==> src/rtl/idx_pkg.sv <==
package idx_pkg;
    typedef enum logic [1:0] {
        IX_HOLD = 2'b00,
        IX_LOAD = 2'b01,
        IX_INC  = 2'b10,
        IX_DEC  = 2'b11
    } ix_op_e;
endpackage

==> src/rtl/idx_slot_bank.sv <==
module idx_slot_bank #(
    parameter int DATA_W    = 16,
    parameter int NUM_SLOTS = 4,
    localparam int SEL_W    = $clog2(NUM_SLOTS)
) (
    input  logic              clk,
    input  logic              rst,
    input  logic              wr_en,
    input  logic [SEL_W-1:0]  sel,
    input  logic [DATA_W-1:0] wr_data,
    output logic [DATA_W-1:0] rd_data
);
    logic [DATA_W-1:0] slot_q [NUM_SLOTS];

    for (genvar s = 0; s < NUM_SLOTS; s++) begin : g_slot
        if (s == 0) begin : g_const
            // constant-zero slot: no storage, writes have nowhere to go
            assign slot_q[s] = '0;
        end else begin : g_reg
            always_ff @(posedge clk) begin
                if (rst)
                    slot_q[s] <= '0;
                else if (wr_en && sel == SEL_W'(s))
                    slot_q[s] <= wr_data;
            end
        end
    end

    assign rd_data = slot_q[sel];
endmodule

==> src/rtl/idx_ea_adder.sv <==
module idx_ea_adder #(
    parameter int DATA_W  = 16,
    parameter int FIELD_W = 8
) (
    input  logic [FIELD_W-1:0] field,
    input  logic [DATA_W-1:0]  idx_val,
    input  logic               no_index,
    output logic [DATA_W-1:0]  ea
);
    localparam int PAD_W = DATA_W - FIELD_W;

    logic [DATA_W-1:0] field_ext;
    logic [DATA_W-1:0] addend;

    assign field_ext = {{PAD_W{1'b0}}, field};
    assign addend    = no_index ? '0 : idx_val;
    assign ea        = field_ext + addend;  // carry out is dropped by width
endmodule

==> src/rtl/idx_step_ctrl.sv <==
module idx_step_ctrl
    import idx_pkg::*;
#(
    parameter int DATA_W = 16
) (
    input  logic              clk,
    input  logic              rst,
    input  ix_op_e            op,
    input  logic [DATA_W-1:0] res_bus,
    input  logic [DATA_W-1:0] cur_val,
    output logic              wr_en,
    output logic [DATA_W-1:0] wr_data,
    output logic              is_zero,
    output logic              br_take
);
    localparam logic [DATA_W-1:0] ONE = DATA_W'(1);

    logic dir_up_q;

    always_comb begin
        wr_en   = 1'b1;
        wr_data = cur_val;
        unique case (op)
            IX_HOLD: wr_en   = 1'b0;
            IX_LOAD: wr_data = res_bus;
            IX_INC:  wr_data = cur_val + ONE;
            IX_DEC:  wr_data = cur_val - ONE;
            default: wr_en   = 1'b0;
        endcase
    end

    always_ff @(posedge clk) begin
        if (rst)
            dir_up_q <= 1'b1;
        else if (op == IX_INC)
            dir_up_q <= 1'b1;
        else if (op == IX_DEC)
            dir_up_q <= 1'b0;
    end

    assign is_zero = (cur_val == '0);
    assign br_take = dir_up_q ? is_zero : ~is_zero;
endmodule

==> src/rtl/idx_addr_unit.sv <==
module idx_addr_unit
    import idx_pkg::*;
#(
    parameter int DATA_W    = 16,
    parameter int FIELD_W   = 8,
    parameter int NUM_SLOTS = 4,
    parameter int SEL_LSB   = 8
) (
    input  logic              clk,
    input  logic              rst,
    input  logic [DATA_W-1:0] ir,
    input  logic [1:0]        ix_op,
    input  logic [DATA_W-1:0] res_bus,
    input  logic              opnd_rd,
    output logic [DATA_W-1:0] opnd_bus,
    output logic [DATA_W-1:0] eff_addr,
    output logic              sel_zero,
    output logic              br_take
);
    localparam int SEL_W   = $clog2(NUM_SLOTS);
    localparam int NOIX_BIT = DATA_W - 1;

    logic [SEL_W-1:0]  sel;
    logic [DATA_W-1:0] cur_val;
    logic [DATA_W-1:0] wr_data;
    logic              wr_en;
    ix_op_e            op;

    assign sel = ir[SEL_LSB +: SEL_W];
    assign op  = ix_op_e'(ix_op);

    idx_slot_bank #(.DATA_W(DATA_W), .NUM_SLOTS(NUM_SLOTS)) u_bank (
        .clk     (clk),
        .rst     (rst),
        .wr_en   (wr_en),
        .sel     (sel),
        .wr_data (wr_data),
        .rd_data (cur_val)
    );

    idx_step_ctrl #(.DATA_W(DATA_W)) u_step (
        .clk     (clk),
        .rst     (rst),
        .op      (op),
        .res_bus (res_bus),
        .cur_val (cur_val),
        .wr_en   (wr_en),
        .wr_data (wr_data),
        .is_zero (sel_zero),
        .br_take (br_take)
    );

    idx_ea_adder #(.DATA_W(DATA_W), .FIELD_W(FIELD_W)) u_ea (
        .field    (ir[FIELD_W-1:0]),
        .idx_val  (cur_val),
        .no_index (ir[NOIX_BIT]),
        .ea       (eff_addr)
    );

    assign opnd_bus = opnd_rd ? cur_val : '0;
endmodule

==> config.mk <==
export PLATFORM = sky130hd
export DESIGN_NAME = idx_addr_unit
export DESIGN_NICKNAME = d
export VERILOG_FILES = /design/src/rtl/idx_pkg.sv /design/src/rtl/idx_slot_bank.sv /design/src/rtl/idx_ea_adder.sv /design/src/rtl/idx_step_ctrl.sv /design/src/rtl/idx_addr_unit.sv
export SDC_FILE = /design/constraint.sdc
export NUM_CORES = 1
export LEC_CHECK = 0
export ABC_CLOCK_PERIOD_IN_PS = 5310
export BUFFER_PORTS_ARGS = -buffer_cell sky130_fd_sc_hd__buf_2
export CORE_ASPECT_RATIO = 1.5
export CORE_MARGIN = 2
export CORE_UTILIZATION = 55
export CTS_CLUSTER_SIZE = 28
export DETAILED_ROUTE_END_ITERATION = 8
export PLACE_DENSITY = 0.84
export RECOVER_POWER = 100
export SKIP_LAST_GASP = 1
export SYNTH_ARGS = -nofsm -noshare
export SYNTH_HDL_FRONTEND = slang
export SYNTH_SLANG_ARGS = --single-unit
==> constraint.sdc <==
create_clock -name clk -period 5.31 [get_ports clk]
set_input_delay 1.062 -clock clk [delete_from_list [all_inputs] [get_ports clk]]
set_output_delay 1.062 -clock clk [all_outputs]
set_load 0.1 [all_outputs]
**Word-level counts from Yosys, hierarchy flattened**

Index checks and enable logic that the tools add are counted.

- Add/sub/neg operators: 3
- Bitwise logic cells: 2
- Mux-type cells: 8
- Equal/unequal tests: 6
- Reduce and logical (&&, ||, !) cells: 6
- Order comparisons: 1

Operators by type and width:

| operator | count |
|---|---|
| two-way mux 16 bit | 4 |
| one-hot mux 16 bit (3 select lines) | 1 |
| binary-select mux 16 bit (select 2 bit) | 1 |
| adder 16 x 1 -> 16 bit, second input constant | 1 |
| adder 8 x 16 -> 16 bit | 1 |
| zero test 16 bit | 1 |
| subtractor 16 x 1 -> 16 bit, second input constant | 1 |
| equality test 2 bit, second input constant | 4 |
| equality test 2 x 1 -> 1 bit, second input constant | 2 |
| >= comparator 3 bit, second input constant | 1 |
| logical AND 1 bit | 3 |
| NOT 2 -> 3 bit | 1 |
| zero test 2 bit | 1 |
| two-way mux 1 bit | 2 |
| OR reduction 2 bit | 1 |
| NOT 1 bit | 1 |

- Register bits after elaboration: 49
- Input bits: 37
- Word-level logic and storage cells: 30
- Output and inout bits: 34

**Longest topological paths before layout**

- Word-level depth: 7
- Depth in mapped cells: 16
- Gate-level depth less buffers: 12

**Hierarchy**

From an unflattened synthesis, not the netlist that was laid out.

- Cells, all modules: 545
- Area total of the unflattened synthesis: 4,618.2 um^2

By module, submodules not included:

| module | area an instance (um^2) | cells each | instances | seq. area each (um^2) |
|---|---|---|---|---|
| idx_slot_bank | 2,327.2 | 216 | 1 | 960.9 |
| idx_step_ctrl | 1,456.4 | 211 | 1 | 20.0 |
| idx_ea_adder | 708.2 | 101 | 1 | 0.0 |
| idx_addr_unit | 126.4 | 17 | 1 | 0.0 |

**Worst setup path before layout**

Ideal clock, no wire load.

- Kind: input to output
- Start point: in ir[9]
- End point: out br_take
- Arrival: 5.359 ns
- Cell stages on the path: 7
- Slack: -1.111 ns
- Required time: 4.248 ns
- Buffers on the path: 2
- Path through: buf_2 buf_2 mux2_2 a22oi_1 nand4_1 nor4_2 xnor2_1

- Longest elaborated chain between the ends: 7

Ends and longest elaborated chain:

| item | RTL line | RTL |
|---|---|---|
| start: declaration | idx_addr_unit.sv:11 | `input logic [DATA_W-1:0] ir,` |
| NOT 2 -> 3 bit (not written as such) (*) | idx_slot_bank.sv:29 | `assign rd_data = slot_q[sel];` |
| binary-select mux 16 bit (select 2 bit) (*) | idx_slot_bank.sv:29 |  |
| two-way mux 16 bit (not written as such) (*) (2 in series) | idx_slot_bank.sv:29 |  |
| zero test 16 bit (*) | idx_step_ctrl.sv:41 | `assign is_zero = (cur_val == '0);` |
| named net sel_zero | idx_addr_unit.sv:17 | `output logic sel_zero,` |
| NOT 1 bit | idx_step_ctrl.sv:42 | `assign br_take = dir_up_q ? is_zero : ~is_zero;` |
| two-way mux 1 bit (*) | idx_step_ctrl.sv:42 |  |
| end: declaration | idx_addr_unit.sv:18 | `output logic br_take` |

The timed path passes the listed nets; every way through them passes the cells marked *. The select of a mux whose other input is x is not followed.

**Worst setup path after layout**

- Start point: in ir[9]
- End point: out eff_addr[13]

- Longest elaborated chain between the ends: 6

Ends and longest elaborated chain:

| item | RTL line | RTL |
|---|---|---|
| NOT 2 -> 3 bit (not written as such) | idx_slot_bank.sv:29 |  |
| binary-select mux 16 bit (select 2 bit) | idx_slot_bank.sv:29 |  |
| two-way mux 16 bit (not written as such) (2 in series) | idx_slot_bank.sv:29 |  |
| two-way mux 16 bit | idx_ea_adder.sv:16 | `assign addend = no_index ? '0 : idx_val;` |
| adder 8 x 16 -> 16 bit | idx_ea_adder.sv:17 | `assign ea = field_ext + addend;` |
| end: declaration | idx_addr_unit.sv:16 | `output logic [DATA_W-1:0] eff_addr,` |

No other way between the ends. The select of a mux whose other input is x is not followed.

==> results.ini <==
[sta]
period_share_pct = 97.1
slew_headroom_pct = -53.3
finalHoldViolations = 0
fin_crit_ns = 5.16
setup_ws_ns = 0.152
setup_viol = 0
tightest_slew_ns = 2.30
finalMaxSlewViolations = 55
max_freq_ghz = 0.194
skew_ns = 0.0114
tns_ns = 0
rsz0062_at_grt = false

[yosys]
yosys-top-cells-area = dfxtp_1, nor2_1, ha_1
avgSynthCellArea_um2 = 7.54
mappedNetlistArea_um2 = 3910
synthesis.nets = 580
yosysSeqAreaShare_pct = 25.1
synth_ff_type = dfxtp_1
yosysTopAreaCellShare_pct = 25.1
synth.distinct_cells = 60
async_reset_ff_share_pct = 0
yosys.area.top_type = dfxtp_1
ys_ff_latch = 49
yosysWarnings = 0
netlist_instances = 519
synth_edf_count = 0

[worst_setup_path]
required_ns = 4.25
cp-start-kind = input pin
r2r_cells = 12
worstReg2RegEnd = u_bank.slot_q[47]
reg2reg_slack_ns = 1.65
slowest_delay_ns = 0.38
crit_chain = buf_2 > mux2_2 > a22oi_1 > nor2_1 > ha_1 > and3_1 > a221o_1 > o21ai_0 > nand2b_1 > nor3_1 > xnor2_1 > nor2_2 > buf_6
critPathBufInv = 2
cp_data_arrival_time_ns = 4.10
worstPathMaxFanout = 11
r2r_start = u_bank.slot_q[36]
cp_slowest_cell = mux2_2
cp-end-kind = primary output
critPathTopFamily = compound AO/OA/AOI/OAI gates
worst-setup-path-type = input pin to primary output

[clocking]
cts_tree = done
cts-root-buf = clkbuf_8
clkTransAtPathRegs_ns = 0.09
cts_buffer_depth = 2
clock_sinks = 49
ctsHoldBuffers = 0
cts_buffers = 5
h-tree-depth = 2
clock_latency_ns = 0.32

[global_routing]
grt_max_degree = 55
grt_usage_pct = 32.5
antenna_found_initial = 0
grt_pass1_wl_mm = 19.7
grt_pass1_vias = 4123
grt_overflow = 0

[placement]
gp_congestion = 1.00
post-place-ws_ns = 0.162
dpl.hpwl_mm = 9.60
io_buffers = 65

[pwr]
p_switching_mw = 0.468
combPwrFrac_pct = 40.8
netSwitchingFraction_pct = 43.6
power.internal_mw = 0.606
total_leakage_power_nw = 1.98
clkPwrFrac_pct = 21.7
powerDensity_nw_per_um2 = 238
power_frac_seq_pct = 37.5
total_power_mw = 1.07
ir_drop_v = 0.000198

[finish]
mostFrequentLayoutCells = nor2_1, dfxtp_1, a21oi_1
num-fill-cells = 601
area_growth_syn_to_layout_pct = 15.5
fin_nets = 645
final_common_cell = nor2_1
drive_gt1_share_pct = 16.8
fin_util_pct = 65.5
num_antenna_cells = 0

[outcome]
status = complete, but fails checks
violations = max-capacitance violations, max-slew violations

[floorplanning]
rows = 37
ios = 71
core_area_um2 = 6900
dieArea_um2 = 7820
dieHeight_um = 107
die_w_um = 72.9
start_util_pct = 56.7

[hold_path]
hold_depth = 2
hp-start = u_bank.slot_q[37]
min_to = u_bank.slot_q[37]
hp-class = register to register

[routing]
drc = 0
final_antenna_net_count = 0
drtIter0Drc = 478
dr.pass1.iters = 6
routed-via-count = 4319
finalWirelength_mm = 12.7
viasPerCell = 6.51
post_drt_wl_per_cell_um = 19.1

[flow_run]
maxCapViolations = 1

Yosys cell counts (all sizes together) (6+ instances only):
master / count
xnor2: 18
a211oi: 24
nand2: 28
a22oi: 12
nand3: 7
nand4: 7
inv: 21
and2: 6
mux2: 10
nor2b: 11
nor2: 99
a21oi: 34
buf: 10
o21ai: 24
ha: 22
nor3: 21
nor4: 7
a21o: 6
clkbuf: 19
xor2: 6
o22ai: 9
mux2i: 12
dfxtp: 49
cells by family (layout without fill, tap and decap cells):
| family | after synthesis | after routing | synth area share (%) |
|---|---|---|---|
| xor gates and xnor gates | 24 | 24 | 5.37 |
| and+or+nand+nor | 202 | 202 | 24.2 |
| DFF | 49 | 49 | 25.1 |
| adders and majority gates | 24 | 24 | 8.06 |
| buffers and inverters | 51 | 117 | 5.27 |
| AOI/OAI and AO/OA | 147 | 147 | 26.1 |
| muxes | 22 | 22 | 5.95 |
routing by layer:
metal,part of all wire [%],up-vias,track usage [%]
met2,50,293,57.5
li1,-,2004,-
met1,36,1957,35.1
met3,8.5,65,6.18
met5,0,-,0
met4,5.8,0,18.7
state kept, by name (all words and copies together), names as in the netlist:
name	count
u_step.dir_up_q	1
u_bank.slot_q	48
tightest hold or removal path: stages, from the launching register on:
cell      delay, ns
dfxtp_1        0.32
nand2_1        0.05
a221oi_1       0.06
cell type report:
cell class	instances	area (µm²)	share of cell area, %
Tap cell	78	97.6	2.16
Clock buffer	5	68.8	1.52
Sequential cell	49	981	21.7
Multi-Input combinational cell	419	2740	60.6
Inverter	22	82.6	1.83
Timing Repair Buffer	87	524	11.6
Clock inverter	3	25.0	0.554
timing repair:
action / in CTS / in global routing
gates resized for setup: 0 / 1
endpoints found under the setup margin: 0 / 3
buffers inserted: 0 / 0
how the worst max path moves through the flow:
stage	from	end	slack (ns)	cells past startpoint
CTS	ir[9]	eff_addr[13]	0.14	13
global placement	ir[9]	eff_addr[13]	0.22	13
detailed placement	ir[9]	eff_addr[13]	0.16	13
floorplan	ir[9]	eff_addr[8]	-0.22	12
global route	ir[9]	eff_addr[10]	0.006	15
finish	ir[9]	eff_addr[13]	0.15	13
through the flow:
stage / cells / cell area, µm² / hold WS (ns)
floorplan: 519 / 3960 / 0.446
global placement: 655 / 4590 / 0.457
detailed placement: 655 / 4590 / 0.476
CTS: 663 / 4680 / 0.489
global route: 663 / 4520 / 0.514
finish: 663 / 4520 / 0.484
power groups by stage:
stage / logic (mW) / registers, mW / clock network [mW]
2_1_floorplan: 0.336 / 0.407 / 0
3_3_place_gp: 0.442 / 0.409 / 0
3_5_place_dp: 0.449 / 0.411 / 0
4_1_cts: 0.451 / 0.402 / 0.233
5_1_grt: 0.464 / 0.405 / 0.249
6_report: 0.439 / 0.403 / 0.233
(Power assumes the default switching activity.)
